File: src/rtl/devdiag_pkg.sv
`timescale 1ns/1ps
package devdiag_pkg;

  typedef enum logic [1:0] {
    ST_IDLE     = 2'd0,
    ST_SELFTEST = 2'd1,
    ST_WAIT     = 2'd2,
    ST_POST     = 2'd3
  } dd_state_e;

  localparam int unsigned CODE_W   = 8;
  localparam logic [CODE_W-1:0] OPC_DIAG  = 8'h90;
  localparam logic [CODE_W-1:0] SLAVE_BAD = 8'h80;

  // Posted diagnostic code: local result with the device-1 failure flag folded in.
  function automatic logic [CODE_W-1:0] merge_code(input logic [CODE_W-1:0] local_code,
                                                   input logic slave_fail);
    return local_code | (slave_fail ? SLAVE_BAD : '0);
  endfunction

endpackage

File: src/rtl/devdiag_sync.sv
`timescale 1ns/1ps
module devdiag_sync #(
  parameter int unsigned STAGES    = 2,
  parameter bit          RESET_VAL = 1'b1
) (
  input  logic clk,
  input  logic rst_n,
  input  logic d,
  output logic q
);
  logic [STAGES-1:0] chain;

  generate
    for (genvar i = 0; i < STAGES; i++) begin : g_stage
      if (i == 0) begin : g_first
        always_ff @(posedge clk or negedge rst_n) begin
          if (!rst_n) chain[0] <= RESET_VAL;
          else        chain[0] <= d;
        end
      end else begin : g_next
        always_ff @(posedge clk or negedge rst_n) begin
          if (!rst_n) chain[i] <= RESET_VAL;
          else        chain[i] <= chain[i-1];
        end
      end
    end
  endgenerate

  assign q = chain[STAGES-1];
endmodule

File: src/rtl/devdiag_window.sv
`timescale 1ns/1ps
module devdiag_window #(
  parameter int unsigned LIMIT = 1000,
  parameter int unsigned CW    = $clog2(LIMIT + 1)
) (
  input  logic clk,
  input  logic rst_n,
  input  logic arm,
  output logic open
);
  logic [CW-1:0] remain;

  always_ff @(posedge clk or negedge rst_n) begin
    if (!rst_n)               remain <= '0;
    else if (arm)             remain <= CW'(LIMIT);
    else if (remain != '0)    remain <= remain - CW'(1);
  end

  assign open = (remain != '0);
endmodule

File: src/rtl/devdiag_result.sv
`timescale 1ns/1ps
module devdiag_result
  import devdiag_pkg::*;
(
  input  logic              clk,
  input  logic              rst_n,
  input  logic              capture,
  input  logic [CODE_W-1:0] code_in,
  input  logic              post,
  input  logic              slave_fail,
  input  logic              status_rd,
  output logic [CODE_W-1:0] local_code,
  output logic [CODE_W-1:0] err_reg,
  output logic              intrq
);
  always_ff @(posedge clk or negedge rst_n) begin
    if (!rst_n)       local_code <= '0;
    else if (capture) local_code <= code_in;
  end

  always_ff @(posedge clk or negedge rst_n) begin
    if (!rst_n)    err_reg <= '0;
    else if (post) err_reg <= merge_code(local_code, slave_fail);
  end

  always_ff @(posedge clk or negedge rst_n) begin
    if (!rst_n)         intrq <= 1'b0;
    else if (post)      intrq <= 1'b1;
    else if (status_rd) intrq <= 1'b0;
  end
endmodule

File: src/rtl/devdiag_master.sv
`timescale 1ns/1ps
module devdiag_master
  import devdiag_pkg::*;
#(
  parameter int unsigned TIMEOUT_CYC = 1_000_000_000,
  parameter int unsigned SYNC_STAGES = 2
) (
  input  logic       clk,
  input  logic       rst_n,
  input  logic       cmd_we,
  input  logic [7:0] cmd_data,
  input  logic       status_rd,
  input  logic       slave_present,
  input  logic       pdiag_n,
  output logic       st_start,
  input  logic       st_done,
  input  logic [7:0] st_code,
  output logic       bsy,
  output logic [7:0] err_reg,
  output logic       intrq
);
  dd_state_e state, state_nx;

  // Named internal events, observed by the bound checker.
  logic accept_evt;
  logic post_evt;
  logic win_open;
  logic slave_seen;
  logic slave_fail;
  logic pass_held;
  logic [CODE_W-1:0] local_code;

  logic pdiag_s_n;
  logic fail_nx;
  logic ok_now;

  devdiag_sync #(.STAGES(SYNC_STAGES), .RESET_VAL(1'b1)) u_sync (
    .clk(clk), .rst_n(rst_n), .d(pdiag_n), .q(pdiag_s_n)
  );

  devdiag_window #(.LIMIT(TIMEOUT_CYC)) u_window (
    .clk(clk), .rst_n(rst_n), .arm(accept_evt), .open(win_open)
  );

  devdiag_result u_result (
    .clk(clk), .rst_n(rst_n),
    .capture(state == ST_SELFTEST && st_done), .code_in(st_code),
    .post(post_evt), .slave_fail(slave_fail), .status_rd(status_rd),
    .local_code(local_code), .err_reg(err_reg), .intrq(intrq)
  );

  assign accept_evt = (state == ST_IDLE) && cmd_we && (cmd_data == OPC_DIAG);
  assign post_evt   = (state == ST_POST);
  assign slave_seen = ~pdiag_s_n;
  assign ok_now     = pass_held | (slave_seen & win_open);

  always_comb begin
    state_nx = state;
    fail_nx  = slave_fail;
    unique case (state)
      ST_IDLE:     if (accept_evt) begin state_nx = ST_SELFTEST; fail_nx = 1'b0; end
      ST_SELFTEST: if (st_done) state_nx = slave_present ? ST_WAIT : ST_POST;
      ST_WAIT: begin
        if (ok_now) begin
          state_nx = ST_POST;
          fail_nx  = 1'b0;
        end else if (!win_open) begin
          state_nx = ST_POST;
          fail_nx  = 1'b1;
        end
      end
      ST_POST:     state_nx = ST_IDLE;
      default:     state_nx = ST_IDLE;
    endcase
  end

  always_ff @(posedge clk or negedge rst_n) begin
    if (!rst_n) begin
      state      <= ST_IDLE;
      slave_fail <= 1'b0;
    end else begin
      state      <= state_nx;
      slave_fail <= fail_nx;
    end
  end

  // Sticky pass: a device-1 pass seen inside the window survives a long local test.
  always_ff @(posedge clk or negedge rst_n) begin
    if (!rst_n)                                            pass_held <= 1'b0;
    else if (accept_evt)                                   pass_held <= 1'b0;
    else if (state != ST_IDLE && slave_seen && win_open)   pass_held <= 1'b1;
  end

  always_ff @(posedge clk or negedge rst_n) begin
    if (!rst_n) begin
      bsy      <= 1'b0;
      st_start <= 1'b0;
    end else begin
      st_start <= accept_evt;
      if (accept_evt)    bsy <= 1'b1;
      else if (post_evt) bsy <= 1'b0;
    end
  end
endmodule

File: config.mk
export PLATFORM = sky130hd
export DESIGN_NAME = devdiag_master
export DESIGN_NICKNAME = d
export VERILOG_FILES = /design/src/rtl/devdiag_pkg.sv /design/src/rtl/devdiag_sync.sv /design/src/rtl/devdiag_window.sv /design/src/rtl/devdiag_result.sv /design/src/rtl/devdiag_master.sv
export SDC_FILE = /design/constraint.sdc
export NUM_CORES = 1
export LEC_CHECK = 0
export ABC_AREA = 1
export BUFFER_PORTS_ARGS = -buffer_cell sky130_fd_sc_hd__buf_2
export CORE_ASPECT_RATIO = 0.5
export CORE_MARGIN = 1.5
export CORE_UTILIZATION = 32
export DETAILED_ROUTE_END_ITERATION = 8
export SLEW_MARGIN = 20
export SYNTH_ARGS = -nofsm -noshare
export SYNTH_HDL_FRONTEND = slang
export SYNTH_SLANG_ARGS = --single-unit
File: constraint.sdc
create_clock -name clk -period 2.3 [get_ports clk]
set_input_delay 0.46 -clock clk [delete_from_list [all_inputs] [get_ports clk]]
set_output_delay 0.46 -clock clk [all_outputs]
set_load 0.02 [all_outputs]
# Word level (Yosys, flattened, before mapping)

Cells that the tools add are included.

$add $sub $neg: 1
$mul: 0
Divide/modulo/power cells: 0
Magnitude comparators: 0
Equality and inequality tests: 7
Shifts and indexed selects: 0
Muxes and demuxes: 19
Bitwise gates (word level): 4
Reduce and logical (&&, ||, !) cells: 15

Operators by type and width:

| operator                | count |
|---|---|
| $mux W30                | 2 |
| $reduce_bool A30 Y1     | 1 |
| $sub A30 B1 Y30 const B | 1 |
| $reduce_bool A2 Y1      | 6 |
| $mux W1                 | 10 |
| $eq A8 B8 Y1 const B    | 1 |
| $mux W2                 | 4 |
| $mux W8                 | 1 |
| $or A8 B8 Y8            | 1 |
| $pmux W2 S4             | 1 |
| $reduce_and A3 Y1       | 2 |
| $logic_and A1 B1 Y1     | 5 |
| $eq A2 B2 Y1 const B    | 2 |
| $ne A2 B2 Y1 const B    | 2 |
| $ne A3 B3 Y1 const B    | 1 |
| $eq A2 B1 Y1 const B    | 1 |
| $logic_not A2 Y1        | 1 |
| $pmux W1 S2             | 1 |
| $and A1 B1 Y1           | 1 |
| $not A1 Y1              | 1 |
| $or A1 B1 Y1            | 1 |

Register bits after elaboration: 55
Latch bits: 0
RAM bits: 0
Memory bits (read-only): 0
Input port bits: 23
Word-level logic and storage cells: 57
Memories: 0

# Logic depth before layout (Yosys ltp)

Depth in word-level cells: 5
Gate-level depth with buffers: 11

# Cells and area by module

Synthesis repeated with hierarchy kept, for this count alone.

Cell total of the unflattened synthesis: 408
Area, all modules: 3095.5 sq um

Modules (own cells, without submodules):

| module         | instances | cells each | area an instance (sq um) | sequential area each (sq um) |
|---|---|---|---|---|
| devdiag_window | 1         | 286        | 1979.4                   | 750.7 |
| devdiag_result | 1         | 63         | 634.4                    | 425.4 |
| devdiag_master | 1         | 57         | 429.2                    | 150.1 |
| devdiag_sync   | 1         | 2          | 52.6                     | 52.6 |

# Least setup slack after synthesis

OpenSTA, ideal clock, no wires.

Kind: reg2reg
Start: register u_window.remain[0]
End: register u_window.remain[10]
Library setup time: 0.115 ns
Arrival time: 1.503 ns
Required time: 2.185 ns
Slack: 0.682 ns
Stages on the path, launching flop included: 11
Path buffers: 1
Clock period less this slack: 1.618 ns
Path through: dfrtp_1 -> inv_1 -> ha_1 -> nand2_4 -> nor2_8 -> nand2_2 -> nor2_4 -> nand2_4 -> clkinv_2 -> buf_12 -> nor2_2

Word-level cells in the longest chain between the ends: 3

RTL lines:

| what                   | RTL line             | RTL |
|---|---|---|
| start, declared        | devdiag_window.sv:11 | `logic [CW-1:0] remain;` |
| start signal, assigned | devdiag_window.sv:15 | `else if (arm) remain <= CW'(LIMIT);` |
| start signal, assigned | devdiag_window.sv:16 | `else if (remain != '0) remain <= remain - CW'(1);` |
| $sub A30 B1 Y30        | devdiag_window.sv:16 |  |
| $mux W30               | devdiag_window.sv:16 |  |
| $mux W30               | devdiag_window.sv:15 |  |

Several ways; a longest one is shown, not always the timed one. The select of a mux whose other input is x is not followed.
A chain may end at the register's enable or synchronous reset.

# Worst setup path after layout

Start: register u_window.remain[0]
End: register u_window.remain[3]

Same word-level chain as after synthesis.

==> qor.tcl <==
set qor(drt-pass1-iter-count) 4
set qor(syn2layout_area_growth_pct) 14.69
set qor(synth_edf_count) 0
set qor(regToRegSetupSlack_ns) 0.40
set qor(synth_flop_cell) {sky130_fd_sc_hd__dfrtp_1}
set qor(cts_sinks) 55
set qor(synth_cell_type_count) 36
set qor(setup_viol) 0
set qor(post_cts_buffers) 0
set qor(cts_tree) {built}
set qor(final_nets) 460
set qor(netlist_area_um2) 3100
set qor(port_buffers) 33
set qor(post_synthesis_mux_area_share_pct) 2.906
set qor(via_count) 2524
set qor(worst_setup_hold_path_clk_slew_ns) 0.08
set qor(core_area_um2) 9415
set qor(final_period_minus_worst_setup_slack_ns) 1.901
set qor(critPathArrivalTime_ns) 2.09
set qor(routabilityCongestion) 0.8699
set qor(fillerInstances) 979
set qor(number_of_flip_flops_in_the_largest_register) 30
set qor(yosysSeqAreaShare_pct) 44.47
set qor(cts-buffers-inserted) 5
set qor(wl_per_cell_um) 11.84
set qor(synth-simple-area-share_pct) 39.71
set qor(outcome) {completed}
set qor(postSynthNetCount) 424
set qor(irDropWorstVdd_mv) 0.4661
set qor(share_of_the_synthesized_area_in_compound_gates_ao_oa_aoi_oai_pct) 3.309
set qor(cts_max_level) 2
set qor(dpl_worst_slack_ns) 0.3961
set qor(setup_ws_ns) 0.3994
set qor(drt.antenna.violating_nets) 0
set qor(drt_iter0_markers) 130
set qor(avgSynthCellArea_um2) 7.829
set qor(detailed_place.area_um2) 3400
set qor(maxCapViolCount) 0
set qor(gr-usage-all-layers_pct) 14.17
set qor(initial_utilization_pct) 32.93
set qor(grt_pass1_wl_mm) 11.50
set qor(tightest_slew_ns) 0.7172
set qor(hold_buffers) 0
set qor(clock_latency_ns) 0.30
set qor(timing.critical_path.fanout_max) 16
set qor(num_io_pins) 34
set qor(critical_path_required_ns) 2.48
set qor(ys_seq_elements) 55
set qor(n_antenna_cell) 0
set qor(viasPerCell) 4.444
set qor(clock_root_buffer) {sky130_fd_sc_hd__clkbuf_16}
set qor(synthArstFlopShare_pct) 100.0
set qor(skew_ns) 0.005753
set qor(detailed_place_hpwl_mm) 5.089
set qor(drt-total-wl_mm) 6.723
set qor(yosys.area.top_type_share_pct) 42.78
set qor(die_width_um) 142.2
set qor(fin_area_um2) 3556
set qor(maxSlewViolCount) 0
set qor(synth.yosys.warnings) 0
set qor(core.rowCount) 25
set qor(die_height_um) 72.60
set qor(cts_repair_resize_count) 0
set qor(max-clock-path-buffers) 2
set qor(synth_top_cell_by_area) {sky130_fd_sc_hd__dfrtp_1}
set qor(worst_setup_path_end_kind) {flop}
set qor(syn_inst) 396
set qor(setup_tns_ns) 0
set qor(hp-class) {in -> reg}
set qor(synth-xor-area-share_pct) 0.8475
set qor(hold_violations) 0
set qor(power_density_relative_to_cell_area_nw_per_um2) 834.0
set qor(drc_errors) 0
set qor(worstSetupStartpointType) {flop}
set qor(wirelength_met1_mm) 3.523
set qor(floorplan.die_area_um2) 10320
set qor(netlist_top_cells_area) {sky130_fd_sc_hd__dfrtp_1 (43%), sky130_fd_sc_hd__nand2_1 (13%), sky130_fd_sc_hd__nor2_1 (6.8%), sky130_fd_sc_hd__inv_1 (4.8%), sky130_fd_sc_hd__nand3_1 (4.7%)}
set qor(layout-drive-gt1-share_pct) 22.17
set qor(routed-wl-met3_um) 323
set qor(dr_wl_met2_mm) 2.826
set qor(cellLeakagePower_nw) 1.676
set qor(grt_pass1_vias) 2468
set qor(period_share_pct) 82.63
set qor(gr_overflow_total) 0
set qor(grt_antenna_before_repair) 0
set qor(layout.cells.non_filler) 568
set qor(largest_family_of_logic_cells_by_synthesized_area) {simple AND/OR/NAND/NOR gates}
set qor(maxUsedRoutingLayer) {met4}
set qor(placed_cells_incl_taps) 560
set qor(grt_max_degree) 56
set qor(timing.max_slew.rel_slack_pct) 52.19
set qor(yosys.area_share.adder_pct) 2.018
set qor(rsz0062_at_grt) {false}
set qor(max_clock_freq_ghz) 0.5262
set qor(setup_cp_type) {reg -> reg}
-- critical path: stages (launching register included) --
cell	delay, ns
sky130_fd_sc_hd__dfrtp_1	0.36
sky130_fd_sc_hd__inv_1	0.15
sky130_fd_sc_hd__ha_1	0.32
sky130_fd_sc_hd__nand2_4	0.11
sky130_fd_sc_hd__nor2_8	0.14
sky130_fd_sc_hd__nand2_2	0.07
sky130_fd_sc_hd__nor2_4	0.15
sky130_fd_sc_hd__nand2_4	0.15
sky130_fd_sc_hd__clkinv_2	0.24
sky130_fd_sc_hd__nor2_1	0.08
-- through the flow --
step / hold WS, ns / utilization [%] / power [mW]
2_1_floorplan: 0.1644 / - / 1.939
3_3_place_gp: 0.3462 / 36.11 / 2.170
3_5_place_dp: 0.3472 / 36.11 / 2.185
4_1_cts: 0.2456 / 37.77 / 3.003
5_1_grt: 0.2511 / 37.77 / 3.172
6_report: 0.2554 / 37.77 / 2.966
-- metal layers --
metal  track usage, %  up-vias
met5                0        -
met4            3.436        0
met3            3.346        4
met2            22.38       46
met1            19.82     1155
li1                 -     1319
-- cells in the mapped netlist (2+ instances only) --
| cell type | number |
|---|---|
| sky130_fd_sc_hd__nand2_1 | 107 |
| sky130_fd_sc_hd__nor2_1 | 56 |
| sky130_fd_sc_hd__dfrtp_1 | 53 |
| sky130_fd_sc_hd__inv_1 | 40 |
| sky130_fd_sc_hd__nand3_1 | 29 |
| sky130_fd_sc_hd__nor2_2 | 18 |
| sky130_fd_sc_hd__o21ai_0 | 12 |
| sky130_fd_sc_hd__or2_2 | 10 |
| sky130_fd_sc_hd__mux2_2 | 8 |
| sky130_fd_sc_hd__nand3b_1 | 6 |
| sky130_fd_sc_hd__nand4_1 | 6 |
| sky130_fd_sc_hd__nor3_1 | 6 |
| sky130_fd_sc_hd__ha_1 | 5 |
| sky130_fd_sc_hd__nand2_2 | 4 |
| sky130_fd_sc_hd__or2_0 | 4 |
| sky130_fd_sc_hd__buf_2 | 3 |
| sky130_fd_sc_hd__nor2_4 | 3 |
| sky130_fd_sc_hd__xor2_1 | 3 |
| sky130_fd_sc_hd__a21oi_1 | 2 |
| sky130_fd_sc_hd__dfstp_2 | 2 |
| sky130_fd_sc_hd__nand2_4 | 2 |
| sky130_fd_sc_hd__nand3_2 | 2 |
| sky130_fd_sc_hd__nor3b_1 | 2 |
-- report_power, final --
group | total, mW | internal (mW) | switching (mW)
logic | 0.803 | 0.329 | 0.473
registers | 1.36 | 1.20 | 0.159
clock network | 0.808 | 0.422 | 0.386
total | 2.97 | 1.95 | 1.02
-- cell usage in the layout (no fill, tap or decap), drive strengths merged --
master	n
and3	1
nand3b	6
a21oi	2
ha	5
clkinv	3
nor2	78
dfstp	2
nor3b	2
a22o	1
mux2	8
nand3	31
nand4	7
dfrtp	53
a211oi	1
xor2	3
a31o	1
inv	42
o21ai	12
nand2	113
or2	14
o211ai	1
and2	1
buf	35
nor3	6
clkbuf	5
-- layout make-up --
cell class,count,area [um2],area share [%]
clock inverters,3,31.28,0.8797
clock buffers,5,125.1,3.519
multi-input cells,293,1513,42.54
inverters,42,158.9,4.469
well taps,135,168.9,4.750
repair buffers,35,180.2,5.067
flip-flops and latches,55,1379,38.78
-- worst paths after layout --
check,startpoint,endpoint,depth (start not counted)
max,u_window.remain[0],u_window.remain[3],9
min reg2reg,u_sync.chain[0],u_sync.q,0
min,pdiag_n,u_sync.chain[0],1
min in group asynchronous,rst_n,u_window.remain[9],2
max reg2reg,u_window.remain[0],u_window.remain[3],9
max in group asynchronous,rst_n,bsy,2
-- logic make-up (layout without fill, tap and decap cells) --
family	count (synthesis)	count (layout)
multiplexers	8	8
buffers and inverters	48	85
AO/OA/AOI/OAI	18	18
AND/OR/NAND/NOR	259	259
flip-flops	55	55
adder cells (fa/ha/maj)	5	5
XOR/XNOR	3	3
Note: power is estimated with default switching activity, not from simulation.
